==> config.mk <==
export PLATFORM = sky130hd
export DESIGN_NAME = pic_vec_ctrl
export DESIGN_NICKNAME = d
export VERILOG_FILES = /design/src/rtl/pic_pkg.sv /design/src/rtl/pic_src_latch.sv /design/src/rtl/pic_prio_enc.sv /design/src/rtl/pic_gate.sv /design/src/rtl/pic_vec_ctrl.sv
export SDC_FILE = /design/constraint.sdc
export NUM_CORES = 1
export LEC_CHECK = 0
export BUFFER_PORTS_ARGS = -buffer_cell sky130_fd_sc_hd__buf_4
export CORE_MARGIN = 2
export CORE_UTILIZATION = 40
export CTS_BUF_LIST = sky130_fd_sc_hd__clkbuf_2
export DETAILED_ROUTE_END_ITERATION = 6
export GPL_ROUTABILITY_DRIVEN = 0
export PLACE_DENSITY = 0.81
export SETUP_SLACK_MARGIN = 0.02
export SLEW_MARGIN = 25
export SYNTH_ARGS = -nofsm -noshare
export SYNTH_HDL_FRONTEND = slang
export SYNTH_SLANG_ARGS = --single-unit
export TNS_END_PERCENT = 1
==> constraint.sdc <==
create_clock -name clk -period 4.34 [get_ports clk]
set_clock_uncertainty 0.05 [all_clocks]
set_input_delay 0.651 -clock clk [delete_from_list [all_inputs] [get_ports clk]]
set_output_delay 0.651 -clock clk [all_outputs]
set_load 0.02 [all_outputs]
==> src/rtl/pic_pkg.sv <==
package pic_pkg;

   typedef enum logic {
      ST_IDLE    = 1'b0,
      ST_PRESENT = 1'b1
   } pic_state_e;

   // two instruction words per slot, slot 0 is the reset entry
   function automatic logic [31:0] slot_addr(input logic [31:0] base,
                                             input logic [31:0] idx);
      return base + ((idx + 32'd1) << 1);
   endfunction

endpackage

==> src/rtl/pic_src_latch.sv <==
module pic_src_latch #(
   parameter int               N_SRC      = 8,
   parameter logic [N_SRC-1:0] LEVEL_MASK = '0
) (
   input  logic             clk,
   input  logic             rst_n,
   input  logic [N_SRC-1:0] src_in,
   input  logic [N_SRC-1:0] src_en,
   input  logic [N_SRC-1:0] flag_clr,
   input  logic [N_SRC-1:0] ack_oh,
   output logic [N_SRC-1:0] flag_q,
   output logic [N_SRC-1:0] req
);

   for (genvar i = 0; i < N_SRC; i++) begin : g_src
      if (LEVEL_MASK[i]) begin : g_lvl
         logic unused_lvl;
         assign unused_lvl = flag_clr[i] ^ ack_oh[i];
         assign flag_q[i]  = 1'b0;
         assign req[i]     = src_in[i] & src_en[i];
      end else begin : g_edge
         logic d_q, f_q, rise;
         assign rise = src_in[i] & ~d_q;
         always_ff @(posedge clk or negedge rst_n) begin
            if (!rst_n) begin
               d_q <= 1'b0;
               f_q <= 1'b0;
            end else begin
               d_q <= src_in[i];
               if (rise)
                  f_q <= 1'b1;
               else if (flag_clr[i] | ack_oh[i])
                  f_q <= 1'b0;
            end
         end
         assign flag_q[i] = f_q;
         assign req[i]    = f_q & src_en[i];

         p_edge_sets_flag_r4: assert property (@(posedge clk) disable iff (!rst_n)
            (src_in[i] && !d_q) |=> f_q);
         p_w1c_clears_r5: assert property (@(posedge clk) disable iff (!rst_n)
            (flag_clr[i] && !(src_in[i] && !d_q)) |=> !f_q);
      end
   end

endmodule

==> src/rtl/pic_prio_enc.sv <==
module pic_prio_enc #(
   parameter int N_SRC = 8,
   parameter int IDX_W = 3
) (
   input  logic [N_SRC-1:0] req,
   output logic             any,
   output logic [IDX_W-1:0] idx
);

   always_comb begin
      any = |req;
      idx = '0;
      for (int i = N_SRC - 1; i >= 0; i--) begin
         if (req[i]) idx = IDX_W'(i);
      end
   end

endmodule

==> src/rtl/pic_gate.sv <==
module pic_gate (
   input  logic clk,
   input  logic rst_n,
   input  logic gie_set,
   input  logic gie_clr,
   input  logic reti,
   input  logic insn_done,
   input  logic take,
   output logic gie_q,
   output logic allow
);

   logic hold_q;

   always_ff @(posedge clk or negedge rst_n) begin
      if (!rst_n) begin
         gie_q  <= 1'b0;
         hold_q <= 1'b0;
      end else begin
         if (gie_clr)
            gie_q <= 1'b0;
         else if (take)
            gie_q <= 1'b0;
         else if (reti | gie_set)
            gie_q <= 1'b1;

         if (reti)
            hold_q <= 1'b1;
         else if (insn_done)
            hold_q <= 1'b0;
      end
   end

   assign allow = gie_q & ~gie_clr & ~hold_q & ~reti;

   p_hold_after_ret_r7: assert property (@(posedge clk) disable iff (!rst_n)
      reti |=> !allow);

endmodule

==> src/rtl/pic_vec_ctrl.sv <==
module pic_vec_ctrl #(
   parameter int               N_SRC      = 8,
   parameter int               ADDR_W     = 16,
   parameter logic [31:0]      BOOT_BASE  = 32'h0000_1E00,
   parameter logic [N_SRC-1:0] LEVEL_MASK = 8'hC0,
   localparam int              IDX_W      = (N_SRC > 1) ? $clog2(N_SRC) : 1
) (
   input  logic              clk,
   input  logic              rst_n,
   input  logic [N_SRC-1:0]  src_in,
   input  logic [N_SRC-1:0]  src_en,
   input  logic [N_SRC-1:0]  flag_clr,
   input  logic              gie_set,
   input  logic              gie_clr,
   input  logic              reti,
   input  logic              insn_done,
   input  logic              boot_sel,
   input  logic              irq_ack,
   output logic              irq_req,
   output logic [IDX_W-1:0]  irq_idx,
   output logic [ADDR_W-1:0] irq_vec,
   output logic              gie,
   output logic [N_SRC-1:0]  pend
);
   import pic_pkg::*;

   localparam logic [31:0] TOP_ADDR = BOOT_BASE + 32'(2 * (N_SRC + 1));

   if (N_SRC < 1 || N_SRC > 32) begin : g_bad_n
      $error("N_SRC must lie in 1..32");
   end
   if (BOOT_BASE[0]) begin : g_bad_base
      $error("BOOT_BASE must be word-pair aligned");
   end
   if (ADDR_W < 32 && (TOP_ADDR >> ADDR_W) != 0) begin : g_bad_aw
      $error("ADDR_W too narrow for the vector table");
   end

   pic_state_e             state_q;
   logic [IDX_W-1:0]       cur_q;
   logic [ADDR_W-1:0]      vec_q;
   logic [N_SRC-1:0]       req_vec, ack_oh;
   logic                   any_req, allow, take, ack_stb;
   logic [IDX_W-1:0]       pick_idx;
   logic [31:0]            base_sel;

   assign ack_stb = (state_q == ST_PRESENT) & irq_ack;
   assign ack_oh  = ack_stb ? (N_SRC'(1) << cur_q) : '0;

   pic_src_latch #(.N_SRC(N_SRC), .LEVEL_MASK(LEVEL_MASK)) u_src (
      .clk      (clk),
      .rst_n    (rst_n),
      .src_in   (src_in),
      .src_en   (src_en),
      .flag_clr (flag_clr),
      .ack_oh   (ack_oh),
      .flag_q   (pend),
      .req      (req_vec)
   );

   pic_prio_enc #(.N_SRC(N_SRC), .IDX_W(IDX_W)) u_enc (
      .req (req_vec),
      .any (any_req),
      .idx (pick_idx)
   );

   assign take = (state_q == ST_IDLE) & allow & any_req;

   pic_gate u_gate (
      .clk       (clk),
      .rst_n     (rst_n),
      .gie_set   (gie_set),
      .gie_clr   (gie_clr),
      .reti      (reti),
      .insn_done (insn_done),
      .take      (take),
      .gie_q     (gie),
      .allow     (allow)
   );

   assign base_sel = boot_sel ? BOOT_BASE : 32'd0;

   always_ff @(posedge clk or negedge rst_n) begin
      if (!rst_n) begin
         state_q <= ST_IDLE;
         cur_q   <= '0;
         vec_q   <= '0;
      end else begin
         case (state_q)
            ST_IDLE: if (take) begin
               state_q <= ST_PRESENT;
               cur_q   <= pick_idx;
               vec_q   <= ADDR_W'(slot_addr(base_sel, 32'(pick_idx)));
            end
            ST_PRESENT: if (irq_ack) state_q <= ST_IDLE;
            default: state_q <= ST_IDLE;
         endcase
      end
   end

   assign irq_req = (state_q == ST_PRESENT);
   assign irq_idx = cur_q;
   assign irq_vec = vec_q;

   // lowest pending index wins
   p_lowest_wins_r1: assert property (@(posedge clk) disable iff (!rst_n)
      any_req |-> (req_vec[pick_idx] &&
                   ((req_vec & ((N_SRC'(1) << pick_idx) - N_SRC'(1))) == '0)));
   p_needs_gie_r2: assert property (@(posedge clk) disable iff (!rst_n)
      (irq_req && !$past(irq_req)) |-> $past(gie));
   p_entry_masks_r3: assert property (@(posedge clk) disable iff (!rst_n)
      (irq_req && !$past(irq_req)) |-> !gie);
   p_ret_gap_r7: assert property (@(posedge clk) disable iff (!rst_n)
      (reti && !irq_req) |=> !irq_req);
   p_clr_now_r8: assert property (@(posedge clk) disable iff (!rst_n)
      (gie_clr && !irq_req) |=> !irq_req);
   p_hold_stable_r11: assert property (@(posedge clk) disable iff (!rst_n)
      (irq_req && !irq_ack) |=> (irq_req && $stable(irq_vec) && $stable(irq_idx)));
   p_ack_drops_r11: assert property (@(posedge clk) disable iff (!rst_n)
      (irq_req && irq_ack) |=> !irq_req);

endmodule

After elaboration in Yosys (flattened, before gate mapping):

Cells that the tools add are included.

* bits in registers: 34
* output and inout bits: 29

* add/subtract/negate cells: 2
* shift operators: 1
* muxes and demuxes: 30
* bitwise gates (word level): 37
* reduce and logical (&&, ||, !) cells: 10

Operator list (number)
* two-way mux 3 bit: 8
* AND 1 bit: 20
* two-way mux 1 bit: 19
* adder 13 x 5 -> 14 bit: 1
* nonzero test 2 bit: 7
* two-way mux 13 bit: 1
* NOT 1 bit: 10
* OR reduction 8 bit: 1
* OR 1 bit: 7
* two-way mux 6 bit: 1
* << shifter 1 x 3 -> 6 bit (first input constant): 1
* adder 3 x 1 -> 4 bit (second input constant): 1
* nonzero test 3 bit: 1
* case mux 1 bit (2 select lines): 1
* AND reduction 2 bit: 1

Depth between registers and ports, before layout:

Gate-level depths: netlist of run 1.

* depth in word-level cells: 11
* gate-level depth with buffers: 7
* depth with buffers taken out: 7

Hierarchy:

Synthesis of run 1 repeated with hierarchy kept, for this count alone.

* cells, all modules: 118
* area, all modules: 1277.5 um2

By module, submodules not included
* pic_vec_ctrl: times used 1, cells each 51, area an instance 563.0 um2, seq. area each 225.2 um2
* pic_src_latch: times used 1, cells each 47, area an instance 546.8 um2, seq. area each 300.3 um2
* pic_gate: times used 1, cells each 7, area an instance 86.3 um2, seq. area each 50.0 um2
* pic_prio_enc: times used 1, cells each 13, area an instance 81.3 um2, seq. area each 0.0 um2

Worst setup path after synthesis of run 1:

No wires, ideal clock.

* path type: input to register
* start point: in src_en[4]
* end point: reg vec_q[2] (netlist: irq_vec[2])
* arrival time: 1.762 ns
* path slack: 2.403 ns
* stages on the path: 6
* buffers on the path: 0
* cells stage by stage: a22o_1 -> o221ai_2 -> nand2_1 -> a21boi_0 -> ha_1 -> mux2_4

* word-level cells in the longest chain between the ends: 8

RTL lines
* start, declared: RTL line pic_vec_ctrl.sv:11 `input logic [N_SRC-1:0] src_en,`
* AND 1 bit: RTL line pic_src_latch.sv:37 `assign req[i] = f_q & src_en[i];`
* two-way mux 3 bit (5 in a row): RTL line pic_prio_enc.sv:14 `if (req[i]) idx = IDX_W'(i);`
* via pick_idx[0]: RTL line pic_vec_ctrl.sv:44 `logic [IDX_W-1:0] pick_idx;`
* adder 3 x 1 -> 4 bit: RTL line pic_pkg.sv:11 `return base + ((idx + 32'd1) << 1);`
* adder 13 x 5 -> 14 bit: RTL line pic_pkg.sv:11
* end signal, assigned: RTL line pic_vec_ctrl.sv:93 `vec_q <= ADDR_W'(slot_addr(base_sel, 32'(pick_idx)));`
* end, declared: RTL line pic_vec_ctrl.sv:41 `logic [ADDR_W-1:0] vec_q;`

The timed path passes the listed nets, and every way through them passes these cells.
A chain may end at the register's enable or synchronous reset.

Worst setup path after layout of run 1:

* start point: reg u_src.g_src[4].g_edge.f_q
* end point: reg vec_q[2] (netlist: irq_vec[2])

* word-level cells in the longest chain between the ends: 8

RTL lines
* start, declared: RTL line pic_src_latch.sv:22 `logic d_q, f_q, rise;`
* start signal, assigned: RTL line pic_src_latch.sv:27 `f_q <= 1'b0;`
* start signal, assigned: RTL line pic_src_latch.sv:31 `f_q <= 1'b1;`
* start signal, assigned: RTL line pic_src_latch.sv:33 `f_q <= 1'b0;`
* AND 1 bit: RTL line pic_src_latch.sv:37
* two-way mux 3 bit (5 in a row): RTL line pic_prio_enc.sv:14
* via pick_idx[0]: RTL line pic_vec_ctrl.sv:44
* adder 3 x 1 -> 4 bit: RTL line pic_pkg.sv:11
* adder 13 x 5 -> 14 bit: RTL line pic_pkg.sv:11

The timed path passes the listed nets, and every way through them passes these cells.

==> results of run 1 <==
state kept, by name, indices dropped and copies added (netlist names):
register and cells:
u_gate.gie_q 1, u_src.g_src.g_edge.d_q 6, u_gate.hold_q 1, irq_idx 3, u_src.g_src.g_edge.f_q 6, irq_req 1
irq_vec 5
per-stage QoR:
stage          worst slack (ns)  total power, W  hold WS, ns  instances  utilization [%]
5_1_grt                    2.31        0.000640       0.0805        191             52.1
3_5_place_dp               2.10        0.000521        0.361        187             51.4
6_report                   2.44        0.000605       0.0901        191             52.1
3_3_place_gp               2.16        0.000517        0.352        187             51.4
2_1_floorplan              2.40        0.000436        0.305        125                -
4_1_cts                    2.42        0.000608        0.107        191             52.1
cells by family (layout without fill, tap and decap cells):
family	count (synthesis)	count (layout)	synth area share, %
and+or+nand+nor	27	27	14.8
DFF	23	23	46.0
muxes	4	4	4.80
other	1	10	0.300
buffers and inverters	33	66	15.6
AOI/OAI and AO/OA	26	26	16.8
adders and majority gates	1	1	1.00
xor gates and xnor gates	1	1	0.700
cell usage after synthesis (all sizes together):
cell,instances,area share [%]
nor3,1,0.40
o32ai,3,2.1
nor2,2,0.60
dfrtp,23,46
mux2,4,4.8
a22oi,2,2.0
buf,19,11
a211oi,1,0.60
a32oi,1,0.70
xnor2,1,0.70
a22o,3,2.1
o21ai,4,1.6
nor2b,2,1.0
conb,1,0.30
a21o,1,0.60
and3,1,0.50
o221ai,1,1.2
inv,14,4.2
a21oi,4,1.6
nand2,10,3.6
o2bb2ai,1,0.70
a21boi,1,0.60
a211o,1,0.70
ha,1,1.0
o41ai,1,0.70
and2,2,1.0
nand2b,2,1.0
nand4bb,2,3.1
a311o,1,0.80
nor3b,1,0.60
nor4,2,2.2
a32o,1,0.80
nand3,2,0.80
final cells by class:
class	count	area share (%)
clock inverters	1	0.320
clock buffers	3	0.960
flip-flops and latches	23	36.8
inverters	14	3.36
well taps	33	2.64
multi-input cells	69	32.9
repair buffers	48	23.0
worst max-delay path by stage:
stage	cells past startpoint	slack, ns	end	start
floorplan	6	2.40	irq_vec[2]	src_en[4]
global placement	7	2.16	irq_vec[2]	src_en[4]
detailed placement	7	2.10	irq_vec[2]	src_en[4]
CTS	6	2.42	irq_vec[2]	u_src.g_src[4].g_edge.f_q
global route	7	2.31	irq_vec[3]	u_src.g_src[4].g_edge.f_q
finish	6	2.44	irq_vec[2]	u_src.g_src[4].g_edge.f_q
metal layers:
| layer | share of wire, % | vias up | wire, um | global-route usage (%) |
|---|---|---|---|---|
| li1 | - | 458 | - | - |
| met1 | 40 | 456 | 1040 | 20.1 |
| met2 | 51 | 45 | 1350 | 28.1 |
| met3 | 6.3 | 9 | 166 | 3.90 |
| met4 | 2.7 | 0 | 72 | 6.67 |
| met5 | 0 | - | 0 | 0 |
report_power, final:
part,internal (W),switching (W)
clock,0.0000209,0.0000673
combinational,0.000112,0.000119
sequential,0.000249,0.0000372
total,0.000382,0.000223
==> metrics.md, run 1 <==
| Metric | Value |
|---|---|
| Final critical delay including setup and external delays | ~1.9 ns |
| Total number of vias | ~970 |
| Routed wire length | about 2600 um |
| Violation count after the first detailed-route iteration | 10 |
| Boundary Pins | between 60 and 70 |
| Clock sink total | 23 |
| First-pass DRT Iterations | 4 |
| Count of input and output buffers | 48 |
| Maximum cell stage delay along the critical path | around 0.47 ns |
| Placed inst area | ~1500 um2 |
| # DRC | 0 |
| Hpwl dp | ~2100 um |
| Quantity of hold-fixing buffers added after cts | 0 |
| Source-to-sink clock delay at the later pin of the worst-skew pair | approximately 0.34 ns |
| Setup repair after global routing missed its margin | false |
| Post-DR vias/cell | about 5 |
| Yosys reg bits | 23 |
| First-pass GRT wire length | about 4500 um |
| Final global-route overflow total | 0 |
| CP Launch Type | flip-flop |
| Number of fill cells | approximately 280 |
| RR Startpoint | u_src.g_src[4].g_edge.f_q |
| Result of the run | complete, no violations |
| Antenna diode count | 0 |
| Number of synthesis warnings | 0 |
| Area delta synth->final | 25.0% |
| Final Hold Vio Count | 0 |
| Area of combinational cells with multiple inputs | ~500 um2 |
| Register-to-register path setup slack | roughly 2.4 ns |
| Critical Path, Cell by Cell | a22o_1, o221ai_2, nand2_1, a21boi_0, ha_1, mux2_4 |
| Synthesized area per cell | between 10 and 15 um2 |
| Cells resized by post-CTS repair | 0 |
| Final #Nets | ~190 |
| Max Slew Vio Count | 0 |
| Most used cells in the layout excluding fill and tap cells | 48 x sky130_fd_sc_hd__buf_4, 23 x sky130_fd_sc_hd__dfrtp_1, 14 x sky130_fd_sc_hd__inv_1 |
| Buf/Inv on CP | 0 |
| Element type at the critical path end | flip-flop |
| WP data arrival | 2.12 ns |
| Endpoints failing setup | 0 |
| Required time at the endpoint of the critical path | approximately 4.6 ns |
| Count of nets left with antenna violations after detail routing | 0 |
| Power per Cell Area | about 390 nW/um2 |
| Hold Crit Class | input pin to async pin |
| Vias in the first global route | between 900 and 1000 |
| Floorplan Core Area | 3000 um2 |
| Clock H-tree levels | 1 |
| Design area | roughly 1600 um2 |
| Root buffer selected by CTS | sky130_fd_sc_hd__clkbuf_2 |
| Clock-pin slew of the registers on the worst-case setup and hold paths | about 0.23 ns |
| Total die area | around 3600 um2 |
| Setup TNS | 0 ns |
| Leading cell type in the layout, fill and taps excluded | sky130_fd_sc_hd__buf_4 |
| Post-CTS setup buffers | 0 |
| Post-synthesis sequential area ratio | between 40 and 50% |
| R2r worst-path depth | 6 |
| Peak VDD IR | approximately 260 uV |
| Number of antenna violations at the first check in global routing | 0 |
| Max-capacitance violation count | 0 |
| Share of layout cells above drive strength 1 | between 30% and 40% |
| Cell area after technology mapping | roughly 1300 um2 |
| Worst reg2reg path endpoint | irq_vec[2] |
| Peak fanout along the critical path | 5 |
| Number of distinct library cells after synthesis | 36 |
| Critical Setup Path Class | flip-flop to flip-flop |
| Largest net degree at the start of global routing | 24 |
| CTS tree | done |
| Number of clock buffers inserted by TritonCTS | 3 |
| Standard-cell row count | 20 |
| Critical-path cell with the highest stage delay | sky130_fd_sc_hd__dfrtp_1 |
| Chip Height | 59.9 um |
| Largest delay share family, worst path | compound AO/OA/AOI/OAI gates |
| Sequential cell area | roughly 580 um2 |
| Starting utilization of the core area | 41.7% |
| Gate count of the mapped netlist | about 120 |
| Global router's overall resource usage | between 10% and 20% |
| Final period util | 43.8% |
| Lkg Pwr | 0.798 nW |
| Max Clock Freq | 0.526 GHz |
| Avg WL per Cell | 13.7 um |
| Die W | roughly 60 um |
| Clock Path Buffers | 2 |
No activity file was read; power rests on OpenSTA's default activity.
==> inputs of run 2 (changes only) <==
--- a/config.mk
+++ b/config.mk
@@ -5,13 +5,14 @@
 export SDC_FILE = /design/constraint.sdc
 export NUM_CORES = 1
 export LEC_CHECK = 0
+export ABC_AREA = 1
 export BUFFER_PORTS_ARGS = -buffer_cell sky130_fd_sc_hd__buf_4
 export CORE_MARGIN = 2
 export CORE_UTILIZATION = 40
 export CTS_BUF_LIST = sky130_fd_sc_hd__clkbuf_2
 export DETAILED_ROUTE_END_ITERATION = 6
 export GPL_ROUTABILITY_DRIVEN = 0
-export PLACE_DENSITY = 0.81
+export PLACE_DENSITY = 0.83
 export SETUP_SLACK_MARGIN = 0.02
 export SLEW_MARGIN = 25
 export SYNTH_ARGS = -nofsm -noshare
==> constraint.sdc (replaced) <==
create_clock -name clk -period 1.7 [get_ports clk]
set_clock_uncertainty 0.05 [all_clocks]
set_input_delay 0.255 -clock clk [delete_from_list [all_inputs] [get_ports clk]]
set_output_delay 0.255 -clock clk [all_outputs]
set_load 0.02 [all_outputs]
==> run 2 against run 1 <==
  * Setup slack got worse by 2.3 ns
  * Sequential power up 140%
  * Combinational power rose to 2.5 times the previous value
  * Largest power group unchanged
  * Hold slack worse by 0.051 ns
  * Final area is 7.9% higher
  * Cell count is 23% higher
  * Sequential share of layout area decreased by 2.7 points
  * Die area up 1.9%
  * Routed wire length is 6.4% lower
  * Register-to-register slack worse by 2.3 ns
  * Utilization up 3.2 points
  * First-iteration DRC count grew 130%
==> metrics.md, run 2 <==
| Metric | Value |
|---|---|
| Max Slew Vio Count | 0 (unchanged) |
| Post-synthesis sequential area ratio | 45.1% (was 46.0%) |
| Most frequent cells after synthesis | 32 x sky130_fd_sc_hd__nand2_1, 23 x sky130_fd_sc_hd__dfrtp_1, 19 x sky130_fd_sc_hd__buf_4, 19 x sky130_fd_sc_hd__inv_1, 9 x sky130_fd_sc_hd__nor2_1 (was 23 x sky130_fd_sc_hd__dfrtp_1, 19 x sky130_fd_sc_hd__buf_4, 14 x sky130_fd_sc_hd__inv_1) |
| Cell with the most instances after synthesis | sky130_fd_sc_hd__nand2_1 (was sky130_fd_sc_hd__dfrtp_1) |
| # DRC | 0 (unchanged) |
| Antenna diode count | 0 (unchanged) |
| Most used cells in the layout excluding fill and tap cells | 48 x sky130_fd_sc_hd__buf_4, 30 x sky130_fd_sc_hd__nand2_1, 23 x sky130_fd_sc_hd__dfrtp_1 (was 48 x sky130_fd_sc_hd__buf_4, 23 x sky130_fd_sc_hd__dfrtp_1, 14 x sky130_fd_sc_hd__inv_1) |
| Post-CTS setup buffers | 0 (unchanged) |
| Largest net degree at the start of global routing | 24 (unchanged) |
| Max Clock Freq | 0.658 GHz (was 0.526 GHz) |
| Clock H-tree levels | 1 (unchanged) |
| First-pass GRT wire length | 3840 um (was 4500 um) |
| Critical Setup Path Class | flip-flop to flip-flop (unchanged) |
| Source-to-sink clock delay at the later pin of the worst-skew pair | 0.32 ns (was 0.34 ns) |
| Yosys reg bits | 23 (unchanged) |
| Setup TNS | 0 ns (unchanged) |
| Sequential cell area | 576 um2 (unchanged) |
| Setup repair after global routing missed its margin | false (unchanged) |
| WP data arrival | 1.71 ns (was 2.12 ns) |
| First-pass DRT Iterations | 4 (unchanged) |
| RR Startpoint | u_src.g_src[5].g_edge.f_q (was u_src.g_src[4].g_edge.f_q) |
| Vias in the first global route | 892 (was 977) |
| Number of distinct library cells after synthesis | 23 (was 36) |
| Final Hold Vio Count | 0 (unchanged) |
| Area delta synth->final | 32.3% (was 25.0%) |
| Crit path launch | u_src.g_src[5].g_edge.f_q (was u_src.g_src[4].g_edge.f_q) |
| Peak VDD IR | 406 uV (was 263 uV) |
| Worst Min Path Start | insn_done |
| CP Launch Type | flip-flop (unchanged) |
| CTS tree | done (unchanged) |
| Gate count of the mapped netlist | 141 (was 116) |
| Number of clock buffers inserted by TritonCTS | 3 (unchanged) |
| Leading cell type in the layout, fill and taps excluded | sky130_fd_sc_hd__buf_4 (unchanged) |
| Synth async-reset ratio | 100% (unchanged) |
| Root buffer selected by CTS | sky130_fd_sc_hd__clkbuf_2 (unchanged) |
| Total die area | 3660 um2 (was 3590 um2) |
| Count of input and output buffers | 48 (unchanged) |
| Hold Crit Class | input pin to flip-flop (was input pin to async pin) |
| Count of nets left with antenna violations after detail routing | 0 (unchanged) |
| Area share of the largest cell type after synthesis | 45.1% (was 46.0%) |
| Number of enable flip-flop cells after synthesis | 0 (unchanged) |
| Standard-cell row count | 20 (unchanged) |
| Starting utilization of the core area | 41.8% (was 41.7%) |
| Post-DR vias/cell | 4.23 (was 5.07) |
| Number of synthesis warnings | 0 (unchanged) |
| Final period util | 89.4% (was 43.8%) |
| Synthesized area per cell | 9.05 um2 (was 10.8 um2) |
| Hpwl dp | 1940 um (was 2120 um) |
| Element type at the critical path end | flip-flop (unchanged) |
| Final critical delay including setup and external delays | 1.52 ns (was 1.90 ns) |
| Final #Nets | 225 (was 192) |
| Cell area after technology mapping | 1280 um2 (was 1250 um2) |
| Boundary Pins | 61 (unchanged) |
| Floorplan Core Area | 3050 um2 (was 3000 um2) |
| Global router's overall resource usage | 14.0% (was 16.5%) |
| Lkg Pwr | 0.922 nW (was 0.798 nW) |
| R2r worst-path depth | 11 (was 6) |
| Area contributors post-synth | sky130_fd_sc_hd__dfrtp_1 45%, sky130_fd_sc_hd__buf_4 11%, sky130_fd_sc_hd__nand2_1 9.4% (was sky130_fd_sc_hd__dfrtp_1 46%, sky130_fd_sc_hd__buf_4 11%, sky130_fd_sc_hd__mux2_4 4.8%) |
| Endpoints failing setup | 0 (unchanged) |
| Worst Hold Path Cells | 2 |
| Post-route insts no fill | 235 (was 191) |
| Avg WL per Cell | 10.5 um (was 13.7 um) |
| Violation count after the first detailed-route iteration | 23 (was 10) |
| Commonest register cell after synthesis | sky130_fd_sc_hd__dfrtp_1 (unchanged) |
| Clock Path Buffers | 2 (unchanged) |
| DP Cell Count | 223 (was 187) |
| Die W | 60.5 um (was 59.9 um) |
| Required time at the endpoint of the critical path | 1.89 ns (was 4.56 ns) |
| Post-layout total power | 0.00149 W (was 0.000605 W) |
| Total number of vias | 994 (was 968) |
| Power per Cell Area | 885 nW/um2 (was 387 nW/um2) |
| Clock-pin slew of the registers on the worst-case setup and hold paths | 0.21 ns (was 0.23 ns) |
| Number of antenna violations at the first check in global routing | 0 (unchanged) |
| Share of layout cells above drive strength 1 | 38.2% (was 39.2%) |
| Clock sink total | 23 (unchanged) |
| Number of fill cells | 302 (was 275) |
| Result of the run | complete, no violations (unchanged) |
| Chip Height | 60.5 um (was 59.9 um) |
| Final global-route overflow total | 0 (unchanged) |
| Peak fanout along the critical path | 3 (was 5) |
| Routed wire length | 2460 um (was 2630 um) |
| Area of combinational cells with multiple inputs | 517 um2 (was 514 um2) |
| Cell type with the largest total area after synthesis | sky130_fd_sc_hd__dfrtp_1 (unchanged) |
| Max-capacitance violation count | 0 (unchanged) |
==> run 2: stage by stage <==
stage          cell area, um2  hold slack, ns  util [%]  setup WS [ns]
6_report                 1690          0.0386      55.3          0.180
3_3_place_gp             1580           0.116      51.8          0.132
4_1_cts                  1680          0.0160      55.1          0.128
2_1_floorplan            1310         -0.0906         -          0.279
3_5_place_dp             1580           0.116      51.8          0.108
5_1_grt                  1690          0.0297      55.3         0.0458
==> run 2: per-layer routing <==
layer | vias to the layer above | track usage [%] | wire (um)
li1 | 507 | - | -
met1 | 451 | 18.6 | 1120
met2 | 34 | 23.8 | 1180
met3 | 2 | 2.56 | 149
met4 | 0 | 3.73 | 10
met5 | - | 0 | 0
==> run 2: cell type report <==
type | count | area share (%)
clock buffer | 4 | 1.19
inverter | 20 | 4.74
multi-input combinational | 88 | 30.6
sequential | 23 | 34.1
tap | 44 | 3.26
timing repair buffer | 56 | 26.1
==> run 2: final timing paths <==
| kind | to | slack [ns] |
|---|---|---|
| max in group asynchronous | u_src.g_src[3].g_edge.d_q | 1.10 |
| worst max register to register | irq_vec[3] | 0.18 |
| worst max-delay path | irq_vec[3] | 0.18 |
| worst min register to register | u_src.g_src[4].g_edge.f_q | 0.38 |
| min in group asynchronous | irq_vec[2] | 0.28 |
| worst min-delay path | u_gate.hold_q | 0.04 |
==> run 2: cell families after synthesis <==
| family | Yosys count | share of synthesized area, % |
|---|---|---|
| and+or+nand+nor | 64 | 28.4 |
| buffers and inverters | 39 | 17.5 |
| DFF | 23 | 45.1 |
| AOI/OAI and AO/OA | 12 | 7.06 |
| xor gates and xnor gates | 1 | 0.686 |
| adders and majority gates | 1 | 0.980 |
| other | 1 | 0.294 |
==> run 2: report_power, final <==
group	internal [W]	switching (W)	leakage, nW	total (W)
registers	0.000627	0.0000659	0.281	0.000693
clock network	0.0000622	0.000162	0.0166	0.000224
logic	0.000254	0.000323	0.624	0.000578
==> run 2: timing repair <==
action	CTS	global route
endpoints found under the setup margin	0	1
gates resized for setup	0	2
hold endpoints to repair	30	0
hold buffers	8	0
==> run 2: worst max-delay path: stages (launching register included) <==
cell and delay [ns]:
sky130_fd_sc_hd__dfrtp_1 0.44, sky130_fd_sc_hd__nand2_1 0.10, sky130_fd_sc_hd__nand2_1 0.06, sky130_fd_sc_hd__nand2_1 0.06, sky130_fd_sc_hd__nand2_1 0.05, sky130_fd_sc_hd__nand2_1 0.07
sky130_fd_sc_hd__nand2_2 0.08, sky130_fd_sc_hd__nand2_2 0.07, sky130_fd_sc_hd__inv_1 0.04, sky130_fd_sc_hd__ha_1 0.19, sky130_fd_sc_hd__xnor2_1 0.17, sky130_fd_sc_hd__a21oi_2 0.07
==> inputs of run 3 (changes only) <==
--- a/config.mk
+++ b/config.mk
@@ -10,9 +10,10 @@
 export CORE_MARGIN = 2
 export CORE_UTILIZATION = 40
 export CTS_BUF_LIST = sky130_fd_sc_hd__clkbuf_2
+export CTS_CLUSTER_SIZE = 30
 export DETAILED_ROUTE_END_ITERATION = 6
 export GPL_ROUTABILITY_DRIVEN = 0
-export PLACE_DENSITY = 0.83
+export PLACE_DENSITY = 0.81
 export SETUP_SLACK_MARGIN = 0.02
 export SLEW_MARGIN = 25
 export SYNTH_ARGS = -nofsm -noshare
==> constraint.sdc (replaced) <==
create_clock -name clk -period 1.8 [get_ports clk]
set_clock_uncertainty 0.05 [all_clocks]
set_input_delay 0.27 -clock clk [delete_from_list [all_inputs] [get_ports clk]]
set_output_delay 0.27 -clock clk [all_outputs]
set_load 0.02 [all_outputs]
==> run 3 against run 2 <==
  * Setup slack improved by 0.025 ns
  * Non-clock buffer count unchanged
  * Critical path depth unchanged
  * Fmax shrank 4.7%
  * Power down 5.8%
  * Die area is the same
  * Cell count stayed put
  * Largest cell class unchanged
  * Largest power group unchanged
==> metrics.md, run 3 (synthesis results as in run 2) <==
| Metric | Value |
|---|---|
| Antenna diode count | 0 (unchanged) |
| Leading cell type in the layout, fill and taps excluded | sky130_fd_sc_hd__buf_4 (unchanged) |
| Number of clock buffers inserted by TritonCTS | 3 (unchanged) |
| Maximum cell stage delay along the critical path | 0.44 ns (about the same) |
| Final #Nets | 225 (unchanged) |
| Root buffer selected by CTS | sky130_fd_sc_hd__clkbuf_2 (unchanged) |
| # DRC | 0 (unchanged) |
| Die W | 60.5 um (unchanged) |
| Max-capacitance violation count | 0 (unchanged) |
| Worst Min Path Start | insn_done (unchanged) |
| Share of layout cells above drive strength 1 | 37.2% (was 38.2%) |
| Required time at the endpoint of the critical path | 2.00 ns (was 1.89 ns) |
| Area of combinational cells with multiple inputs | 512 um2 (was 517 um2) |
| Final Util | 55.1% (was 55.3%) |
| Endpoints failing setup | 0 (unchanged) |
| Area delta synth->final | 31.9% (was 32.3%) |
| Peak VDD IR | 400 uV (was 406 uV) |
| Final global-route overflow total | 0 (unchanged) |
| Floorplan Core Area | 3050 um2 (unchanged) |
| Setup repair after global routing missed its margin | false (unchanged) |
| Largest net degree at the start of global routing | 24 (unchanged) |
| Max Slew Vio Count | 0 (unchanged) |
| Total die area | 3660 um2 (unchanged) |
| Critical-path cell with the highest stage delay | sky130_fd_sc_hd__dfrtp_1 (unchanged) |
| Hold Crit Class | input pin to flip-flop (unchanged) |
| Avg WL per Cell | 10.4 um (was 10.5 um) |
| Final Hold Vio Count | 0 (unchanged) |
| Clock-pin slew of the registers on the worst-case setup and hold paths | 0.21 ns (about the same) |
| Peak fanout along the critical path | 3 (unchanged) |
| Post-CTS setup buffers | 0 (unchanged) |
| Violation count after the first detailed-route iteration | 26 (was 23) |
| Source-to-sink clock delay at the later pin of the worst-skew pair | 0.33 ns (was 0.32 ns) |
| Cells resized by post-CTS repair | 0 (unchanged) |
| Final period util | 88.6% (was 89.4%) |
| Critical Path, Cell by Cell | nand2_1, nand2_1, nand2_1, nand2_1, nand2_1, nand2_1, nand2_1, inv_1, ha_1, xnor2_1, a21oi_2 (was nand2_1, nand2_1, nand2_1, nand2_1, nand2_1, nand2_2, nand2_2, inv_1, ha_1, xnor2_1, a21oi_2) |
| Count of input and output buffers | 48 (unchanged) |
| Clock H-tree levels | 1 (unchanged) |
| Global router's overall resource usage | 14.5% (was 14.0%) |
| Sequential cell area | 576 um2 (unchanged) |
| Final critical delay including setup and external delays | 1.59 ns (was 1.52 ns) |
| Power per Cell Area | 836 nW/um2 (was 885 nW/um2) |
| Cell mode on critical path | sky130_fd_sc_hd__nand2_1 (unchanged) |
| Chip Height | 60.5 um (unchanged) |
| CP Launch Type | flip-flop (unchanged) |
| Largest delay share family, worst path | simple AND/OR/NAND/NOR gates (unchanged) |
| Number of antenna violations at the first check in global routing | 0 (unchanged) |
| Buf/Inv on CP | 1 (unchanged) |
| Total number of vias | 1008 (was 994) |
| Starting utilization of the core area | 41.8% (unchanged) |
| Placed inst area | 1580 um2 (unchanged) |
| Element type at the critical path end | flip-flop (unchanged) |
| Crit path launch | u_src.g_src[5].g_edge.f_q (unchanged) |
| Most used cells in the layout excluding fill and tap cells | 48 x sky130_fd_sc_hd__buf_4, 32 x sky130_fd_sc_hd__nand2_1, 23 x sky130_fd_sc_hd__dfrtp_1 (was 48 x sky130_fd_sc_hd__buf_4, 30 x sky130_fd_sc_hd__nand2_1, 23 x sky130_fd_sc_hd__dfrtp_1) |
| Max Clock Freq | 0.627 GHz (was 0.658 GHz) |
| Routed wire length | 2440 um (was 2460 um) |
| Hpwl dp | 1950 um (was 1940 um) |
| Vias in the first global route | 938 (was 892) |
| RR Startpoint | u_src.g_src[5].g_edge.f_q (unchanged) |
| WP data arrival | 1.79 ns (was 1.71 ns) |
| Critical Setup Path Class | flip-flop to flip-flop (unchanged) |
| Boundary Pins | 61 (unchanged) |
| First-pass GRT wire length | 3900 um (was 3840 um) |
| Setup TNS | 0 ns (unchanged) |
| Number of fill cells | 305 (was 302) |
| Post-layout total power | 0.00141 W (was 0.00149 W) |
| Result of the run | complete, no violations (unchanged) |
| Lkg Pwr | 0.922 nW (about the same) |
| Standard-cell row count | 20 (unchanged) |
| CTS tree | done (unchanged) |
| Clock Path Buffers | 2 (unchanged) |
| Count of nets left with antenna violations after detail routing | 0 (unchanged) |
| Post-DR vias/cell | 4.29 (was 4.23) |
| Design area | 1680 um2 (was 1690 um2) |
| First-pass DRT Iterations | 4 (unchanged) |
| Clock sink total | 23 (unchanged) |
==> run 3: cell counts in the layout (fill, tap and decap cells not counted) <==
Identical to the previous run, type by type.
==> run 3: final cells by class <==
type	count	area share, %
multi-input combinational	88	30.4
clock buffer	4	1.19
tap	44	3.27
timing repair buffer	56	26.2
inverter	20	4.76
sequential	23	34.2
==> run 3: path summary, 6_finish.rpt <==
path / to / slack, ns / cells past startpoint
setup / recovery: irq_vec[3] / 0.21 / 11
hold / removal: u_gate.hold_q / 0.04 / 2
setup reg to reg: irq_vec[3] / 0.21 / 11
hold reg to reg: u_src.g_src[0].g_edge.f_q / 0.37 / 1
max in group asynchronous: u_src.g_src[0].g_edge.d_q / 1.19 / 2
min in group asynchronous: irq_vec[3] / 0.29 / 2
==> run 3: stage by stage <==
step	cells	hold WS (ns)	setup slack (ns)
after floorplan	150	-0.0756	0.379
after global placement	223	0.130	0.218
after detailed placement	223	0.135	0.187
after CTS	234	0.00508	0.221
after global routing	235	0.0121	0.0797
final	235	0.0443	0.205
==> run 3: power breakdown <==
group	internal [W]	total, W	switching [W]
combinational	0.000239	0.000542	0.000303
sequential	0.000592	0.000654	0.0000624
clock	0.0000588	0.000211	0.000152
total	0.000890	0.00141	0.000518
==> run 3: repair_timing <==
item                                    in CTS  in global routing
endpoints found under the setup margin       0                  0
endpoints found under the hold margin       29                  1
hold buffers                                 7                  1
==> run 3: worst reg2reg max path, stage by stage, from the launching register on <==
cell                      delay, ns
sky130_fd_sc_hd__dfrtp_1       0.44
sky130_fd_sc_hd__nand2_1       0.10
sky130_fd_sc_hd__nand2_1       0.06
sky130_fd_sc_hd__nand2_1       0.06
sky130_fd_sc_hd__nand2_1       0.05
sky130_fd_sc_hd__nand2_1       0.05
sky130_fd_sc_hd__nand2_1       0.10
sky130_fd_sc_hd__nand2_1       0.10
sky130_fd_sc_hd__inv_1         0.05
sky130_fd_sc_hd__ha_1          0.19
sky130_fd_sc_hd__xnor2_1       0.19
sky130_fd_sc_hd__a21oi_2       0.07
==> run 3: per-layer routing <==
layer  up-vias  part of all wire (%)  GRT usage, %
li1        512                     -             -
met1       453                    46          18.3
met2        38                    45          23.8
met3         5                   6.9          3.41
met4         0                   1.6          6.52
met5         -                     0             0
